--- src/rtl/vtm_pkg.sv ---
package vtm_pkg;

  localparam int HDR_W = 8;
  localparam int HDR_DROP_BIT = 2;

  typedef enum logic [1:0] {
    KIND_VIDEO = 2'd0,
    KIND_CTRL  = 2'd1,
    KIND_OTHER = 2'd2
  } pkt_kind_e;

  function automatic pkt_kind_e classify(input logic [3:0] nib);
    if (nib == 4'h0)      return KIND_VIDEO;
    else if (nib == 4'hF) return KIND_CTRL;
    else                  return KIND_OTHER;
  endfunction

endpackage

--- src/rtl/vtm_sat_ctr.sv ---
module vtm_sat_ctr #(
  parameter int W = 8
) (
  input  logic         clk,
  input  logic         rst,
  input  logic         load,
  input  logic [W-1:0] load_val,
  input  logic         inc,
  output logic [W-1:0] nxt
);
  localparam logic [W-1:0] TOP = '1;

  logic [W-1:0] cnt_q;

  always_comb begin
    if (load)                    nxt = load_val;
    else if (inc && cnt_q != TOP) nxt = cnt_q + 1'b1;
    else                         nxt = cnt_q;
  end

  always_ff @(posedge clk) begin
    if (rst) cnt_q <= '0;
    else     cnt_q <= nxt;
  end
endmodule

--- src/rtl/vtm_pkt_stats.sv ---
module vtm_pkt_stats
  import vtm_pkg::*;
#(
  parameter int NIB_W = 4,
  parameter int CNT_W = 16,
  parameter int IVL_W = 24
) (
  input  logic             clk,
  input  logic             rst,
  input  logic [NIB_W-1:0] mon_data_lo,
  input  logic             mon_valid,
  input  logic             mon_ready,
  input  logic             mon_sop,
  input  logic             mon_eop,
  output logic             rec_fire,
  output pkt_kind_e        rec_kind,
  output logic [CNT_W-1:0] rec_beats,
  output logic [CNT_W-1:0] rec_idle,
  output logic [CNT_W-1:0] rec_bp,
  output logic [IVL_W-1:0] rec_ivl
);
  localparam int NCTR = 3;
  localparam logic [IVL_W-1:0] IVL_TOP = '1;

  logic      in_pkt_q;
  pkt_kind_e kind_q;
  logic [IVL_W-1:0] ivl_q, ivl_cap_q;

  logic xfer, open_x, close_x;
  assign xfer    = mon_valid & mon_ready;
  assign open_x  = xfer & mon_sop;
  assign close_x = xfer & mon_eop & (mon_sop | in_pkt_q);

  // index 0: beats, 1: source idle, 2: sink backpressure
  logic [NCTR-1:0]  ctr_inc;
  logic [CNT_W-1:0] ctr_nxt [NCTR];

  assign ctr_inc[0] = in_pkt_q & xfer;
  assign ctr_inc[1] = in_pkt_q & ~mon_valid;
  assign ctr_inc[2] = in_pkt_q & mon_valid & ~mon_ready;

  for (genvar g = 0; g < NCTR; g++) begin : g_ctr
    vtm_sat_ctr #(.W(CNT_W)) u_ctr (
      .clk      (clk),
      .rst      (rst),
      .load     (open_x),
      .load_val ((g == 0) ? CNT_W'(1) : CNT_W'(0)),
      .inc      (ctr_inc[g]),
      .nxt      (ctr_nxt[g])
    );
  end

  always_ff @(posedge clk) begin
    if (rst) begin
      in_pkt_q  <= 1'b0;
      kind_q    <= KIND_VIDEO;
      ivl_q     <= '0;
      ivl_cap_q <= '0;
    end else begin
      if (close_x)     in_pkt_q <= 1'b0;
      else if (open_x) in_pkt_q <= 1'b1;

      if (open_x) begin
        kind_q    <= classify(mon_data_lo[3:0]);
        ivl_cap_q <= ivl_q;
        ivl_q     <= IVL_W'(1);
      end else if (ivl_q != IVL_TOP) begin
        ivl_q <= ivl_q + 1'b1;
      end
    end
  end

  assign rec_fire  = close_x;
  assign rec_kind  = open_x ? classify(mon_data_lo[3:0]) : kind_q;
  assign rec_ivl   = open_x ? ivl_q : ivl_cap_q;
  assign rec_beats = ctr_nxt[0];
  assign rec_idle  = ctr_nxt[1];
  assign rec_bp    = ctr_nxt[2];
endmodule

--- src/rtl/vtm_rec_ser.sv ---
module vtm_rec_ser #(
  parameter int REC_W    = 64,
  parameter int TRACE_W  = 16,
  parameter int DROP_BIT = 2
) (
  input  logic               clk,
  input  logic               rst,
  input  logic               rec_fire,
  input  logic [REC_W-1:0]   rec_in,
  output logic [TRACE_W-1:0] trc_data,
  output logic               trc_valid,
  input  logic               trc_ready,
  output logic               trc_sop,
  output logic               trc_eop
);
  localparam int NWORDS = (REC_W + TRACE_W - 1) / TRACE_W;
  localparam int PAD_W  = NWORDS * TRACE_W;
  localparam int IDX_W  = (NWORDS > 1) ? $clog2(NWORDS) : 1;
  localparam logic [IDX_W-1:0] LAST = IDX_W'(NWORDS - 1);

  logic [PAD_W-1:0] sh_q;
  logic [IDX_W-1:0] idx_q;
  logic vld_q, drop_q;
  logic free, load;
  logic [PAD_W-1:0] rec_pad;

  assign free    = ~vld_q | (trc_ready & (idx_q == LAST));
  assign load    = rec_fire & free;
  assign rec_pad = PAD_W'(rec_in) | (PAD_W'(drop_q) << DROP_BIT);

  always_ff @(posedge clk) begin
    if (rst) begin
      sh_q   <= '0;
      idx_q  <= '0;
      vld_q  <= 1'b0;
      drop_q <= 1'b0;
    end else begin
      if (load) begin
        sh_q  <= rec_pad;
        idx_q <= '0;
        vld_q <= 1'b1;
      end else if (vld_q && trc_ready) begin
        if (idx_q == LAST) begin
          vld_q <= 1'b0;
        end else begin
          sh_q  <= sh_q >> TRACE_W;
          idx_q <= idx_q + 1'b1;
        end
      end

      if (load)          drop_q <= 1'b0;
      else if (rec_fire) drop_q <= 1'b1;
    end
  end

  assign trc_data  = sh_q[TRACE_W-1:0];
  assign trc_valid = vld_q;
  assign trc_sop   = vld_q & (idx_q == '0);
  assign trc_eop   = vld_q & (idx_q == LAST);
endmodule

--- src/rtl/vid_trace_mon.sv ---
module vid_trace_mon
  import vtm_pkg::*;
#(
  parameter int NIB_W   = 4,
  parameter int CNT_W   = 16,
  parameter int IVL_W   = 24,
  parameter int TRACE_W = 16
) (
  input  logic               clk,
  input  logic               rst,
  input  logic [NIB_W-1:0]   mon_data_lo,
  input  logic               mon_valid,
  input  logic               mon_ready,
  input  logic               mon_sop,
  input  logic               mon_eop,
  output logic [TRACE_W-1:0] trc_data,
  output logic               trc_valid,
  input  logic               trc_ready,
  output logic               trc_sop,
  output logic               trc_eop
);
  localparam int REC_W = HDR_W + 3 * CNT_W + IVL_W;

  logic             rec_fire;
  pkt_kind_e        rec_kind;
  logic [CNT_W-1:0] rec_beats, rec_idle, rec_bp;
  logic [IVL_W-1:0] rec_ivl;
  logic [REC_W-1:0] rec_word;

  vtm_pkt_stats #(
    .NIB_W (NIB_W),
    .CNT_W (CNT_W),
    .IVL_W (IVL_W)
  ) u_stats (
    .clk         (clk),
    .rst         (rst),
    .mon_data_lo (mon_data_lo),
    .mon_valid   (mon_valid),
    .mon_ready   (mon_ready),
    .mon_sop     (mon_sop),
    .mon_eop     (mon_eop),
    .rec_fire    (rec_fire),
    .rec_kind    (rec_kind),
    .rec_beats   (rec_beats),
    .rec_idle    (rec_idle),
    .rec_bp      (rec_bp),
    .rec_ivl     (rec_ivl)
  );

  // drop flag (header bit 2) is merged in by the serializer
  assign rec_word = {rec_ivl, rec_bp, rec_idle, rec_beats,
                     (HDR_W - 2)'(0), rec_kind};

  vtm_rec_ser #(
    .REC_W    (REC_W),
    .TRACE_W  (TRACE_W),
    .DROP_BIT (HDR_DROP_BIT)
  ) u_ser (
    .clk       (clk),
    .rst       (rst),
    .rec_fire  (rec_fire),
    .rec_in    (rec_word),
    .trc_data  (trc_data),
    .trc_valid (trc_valid),
    .trc_ready (trc_ready),
    .trc_sop   (trc_sop),
    .trc_eop   (trc_eop)
  );
endmodule

--- config.mk ---
export PLATFORM = sky130hd
export DESIGN_NAME = vid_trace_mon
export DESIGN_NICKNAME = d
export VERILOG_FILES = /design/src/rtl/vtm_pkg.sv /design/src/rtl/vtm_sat_ctr.sv /design/src/rtl/vtm_pkt_stats.sv /design/src/rtl/vtm_rec_ser.sv /design/src/rtl/vid_trace_mon.sv
export SDC_FILE = /design/constraint.sdc
export NUM_CORES = 1
export LEC_CHECK = 0
export ABC_AREA = 1
export CORE_ASPECT_RATIO = 1.75
export CORE_MARGIN = 2
export CORE_UTILIZATION = 35
export CTS_CLUSTER_SIZE = 8
export DETAILED_ROUTE_END_ITERATION = 7
export PLACE_DENSITY = 0.59
export SLEW_MARGIN = 30
export SYNTH_ARGS = -nofsm -noshare
export SYNTH_HDL_FRONTEND = slang
export SYNTH_SLANG_ARGS = --single-unit
--- constraint.sdc ---
create_clock -name clk -period 5.2 [get_ports clk]
set_input_delay 1.04 -clock clk [delete_from_list [all_inputs] [get_ports clk]]
set_output_delay 1.04 -clock clk [all_outputs]
set_load 0.01 [all_outputs]
==> results.cfg <==
[run_status]
status = complete, no violations

[timing]
clock.fmax_ghz = 0.283
setup-violations-final = 0
worstMarginPinSlew_ns = 0.702
post-route-min-period_ns = 3.54
skew_ns = 0.00836
finalSetupTns_ns = 0
report.final.slew_viol_count = 0
grt_setup_unrepaired = false
slew_headroom_pct = 52.7
period_share_pct = 68.0
hold_viol = 0

[synth]
yosysSeqAreaShare_pct = 41.5
syn_area_per_cell_um2 = 6.86
synth_top_area_share_pct = 41.5
synth_common_cells = nand2_1, dfxtp_1, inv_1
yosys.area.top_type = dfxtp_1
yosys_warnings = 0
ys_types = 41
synthCells = 1293
synth_seq_cells = 184
synth.area.top_cells = dfxtp_1, nand2_1, nand3_1
synth_edf_count = 0
synthArstFlopShare_pct = 0
ys.flop_type = dfxtp_1
synth_most_common_cell = nand2_1
netlist_area_mm2 = 0.00887
syn-num-nets = 1310

[floorplan]
rows = 77
coreArea_mm2 = 0.0251
start_util_pct = 35.3
num_io_pins = 30
die-area_mm2 = 0.0267
die-width_um = 124
die_h_um = 215

[finish]
antenna_cells = 0
n_fill_cell = 2663
drive_above_1_share_pct = 5.34
fin_util_pct = 39.0
area_growth_pct = 10.5
seq_area_mm2 = 0.00368
multi_input_area_mm2 = 0.00427
fin_nets = 1296

[route]
vias = 8147
wire_per_inst_um = 16.1
drtPass1Iterations = 5
antenna_left = 0
drc = 0
dr.first_iter.drc_count = 458
vias_per_cell = 5.07
wl_mm = 25.9

[worst_setup_path]
reg2reg_depth = 8
crit_chain = clkdlybuf4s50_1 > nand2_1 > nor2_2 > o21ai_2 > nor2_8 > inv_4 > nand2_4 > o21ai_0 > a21oi_1
startpoint = mon_valid
crit_buf_inv = 2
cp_max_fo = 42
crit_path_start_kind = primary input
arrival_ns = 3.92
cpPeakStageDelay_ns = 0.56
r2r_start = u_stats.in_pkt_q$_SDFFE_PP0P_
slowest_stage = nor2_8
worst-path-stages = 9
path_delay_family = simple AND/OR/NAND/NOR gates
path_class = primary input to flop
end_kind = flop
worstPathRequired_ns = 5.58

[clocking]
cts_setup_buffers = 0
clock-root-buffer = clkbuf_16
clock_latency_ns = 0.46
cts_resized = 0
clock_path_buffers = 2
h-tree-depth = 4
path_clk_slew_ns = 0.07
numClockSinks = 184
cts_made_buffers = 17
postCtsHoldBufs = 0
cts_tree = done

[placement]
gp_congestion = 0.924
portBuffers = 29
dp_hpwl_mm = 19.0

[global_route]
grt_max_degree = 76
antenna_found_initial = 0
grt_use_total_pct = 19.6
grt_overflow = 0
grt_pass1_vias = 7875
grt_pass1_wl_mm = 40.9

[pwr]
powerDensity_mw_per_mm2 = 296
leakage_nw = 4.11
vdd_drop_max_mv = 0.261

[worst_hold_path]
min-delay-start = u_ser.sh_q[75]$_SDFFE_PP0P_
hold_class = flop to flop
hold_depth = 2

[run]
maxCapViolations = 0
[registers in the layout, summed over array words and instances, names as in the netlist]
signal                     flops
u_stats.in_pkt_q               1
u_stats.kind_q                 2
u_ser.drop_q                   1
u_stats.ivl_cap_q             24
u_ser.idx_q                    3
u_stats.g_ctr.u_ctr.cnt_q     48
u_stats.ivl_q                 24
u_ser.sh_q                    80
u_ser.trc_valid                1
[area by class of cell]
type                       count  area share (%)
sequential                   184            37.6
inverter                     142            5.46
multi-input combinational    896            43.5
tap                          316            4.03
clock inverter                15            1.53
clock buffer                  17            4.34
timing repair buffer          38            3.60
[per-stage QoR]
| stage | worst slack [ns] | hold WS, ns | instances | area (um^2) | power [mW] |
|---|---|---|---|---|---|
| floorplan | 3.10 | 0.438 | 1293 | 8870 | 1.60 |
| global placement | 1.24 | 0.454 | 1576 | 9230 | 1.65 |
| detailed placement | 1.18 | 0.458 | 1576 | 9230 | 1.65 |
| CTS | 1.63 | 0.469 | 1608 | 9810 | 2.93 |
| global route | 1.35 | 0.487 | 1608 | 9810 | 3.01 |
| finish | 1.66 | 0.464 | 1608 | 9810 | 2.90 |
[worst paths after layout]
| path | end | slack, ns |
|---|---|---|
| setup / recovery | u_ser.sh_q[32]$_SDFFE_PP0P_ | 1.66 |
| hold reg to reg | u_ser.sh_q[75]$_SDFFE_PP0P_ | 0.46 |
| hold / removal | u_ser.sh_q[75]$_SDFFE_PP0P_ | 0.46 |
| setup reg to reg | u_ser.sh_q[32]$_SDFFE_PP0P_ | 2.53 |
[power breakdown]
part	switching [mW]	total (mW)	internal [mW]
clock	0.645	1.28	0.638
sequential	0.0202	1.46	1.44
combinational	0.108	0.159	0.0514
[kinds of logic after synthesis]
| logic type | share of synthesized area (%) |
|---|---|
| XOR/XNOR | 1.97 |
| AO/OA/AOI/OAI | 12.2 |
| AND/OR/NAND/NOR | 32.8 |
| multiplexers | 0.113 |
| adder cells (fa/ha/maj) | 0.846 |
| buffers and inverters | 10.5 |
| flip-flops | 41.5 |
[per-layer routing]
metal  share of wire, %  wire [um]  GRT usage (%)
met3                2.5        647           3.22
met4                7.6       1960           15.1
met2                 53      13900           37.0
met5                  0          0              0
met1                 36       9440           18.6
[tightest hold or removal path: stages, from the launching register on]
cell	delay (ns)
dfxtp_1	0.31
nand3_1	0.07
nand2_1	0.04
[cells in the final DEF (no fill, tap or decap), drive strengths merged]
cell	synthesis	layout
clkinv	1	5
and2	2	2
ha	6	6
clkinvlp	0	3
nor3	17	17
a21o	1	1
o21bai	24	24
o31ai	1	1
clkdlybuf4s50	0	28
a31oi	4	4
mux2i	1	1
a21oi	59	59
or2	4	4
o211ai	5	5
clkbuf	15	17
nor2	141	141
nand3b	3	3
nand2	333	333
inv	141	149
xor2	14	14
and3	10	10
a211oi	2	2
o21ai	102	102
xnor2	6	6
buf	56	10
nand3	128	128
dfxtp	184	184
nand4	33	33
(Power assumes the default switching activity.)
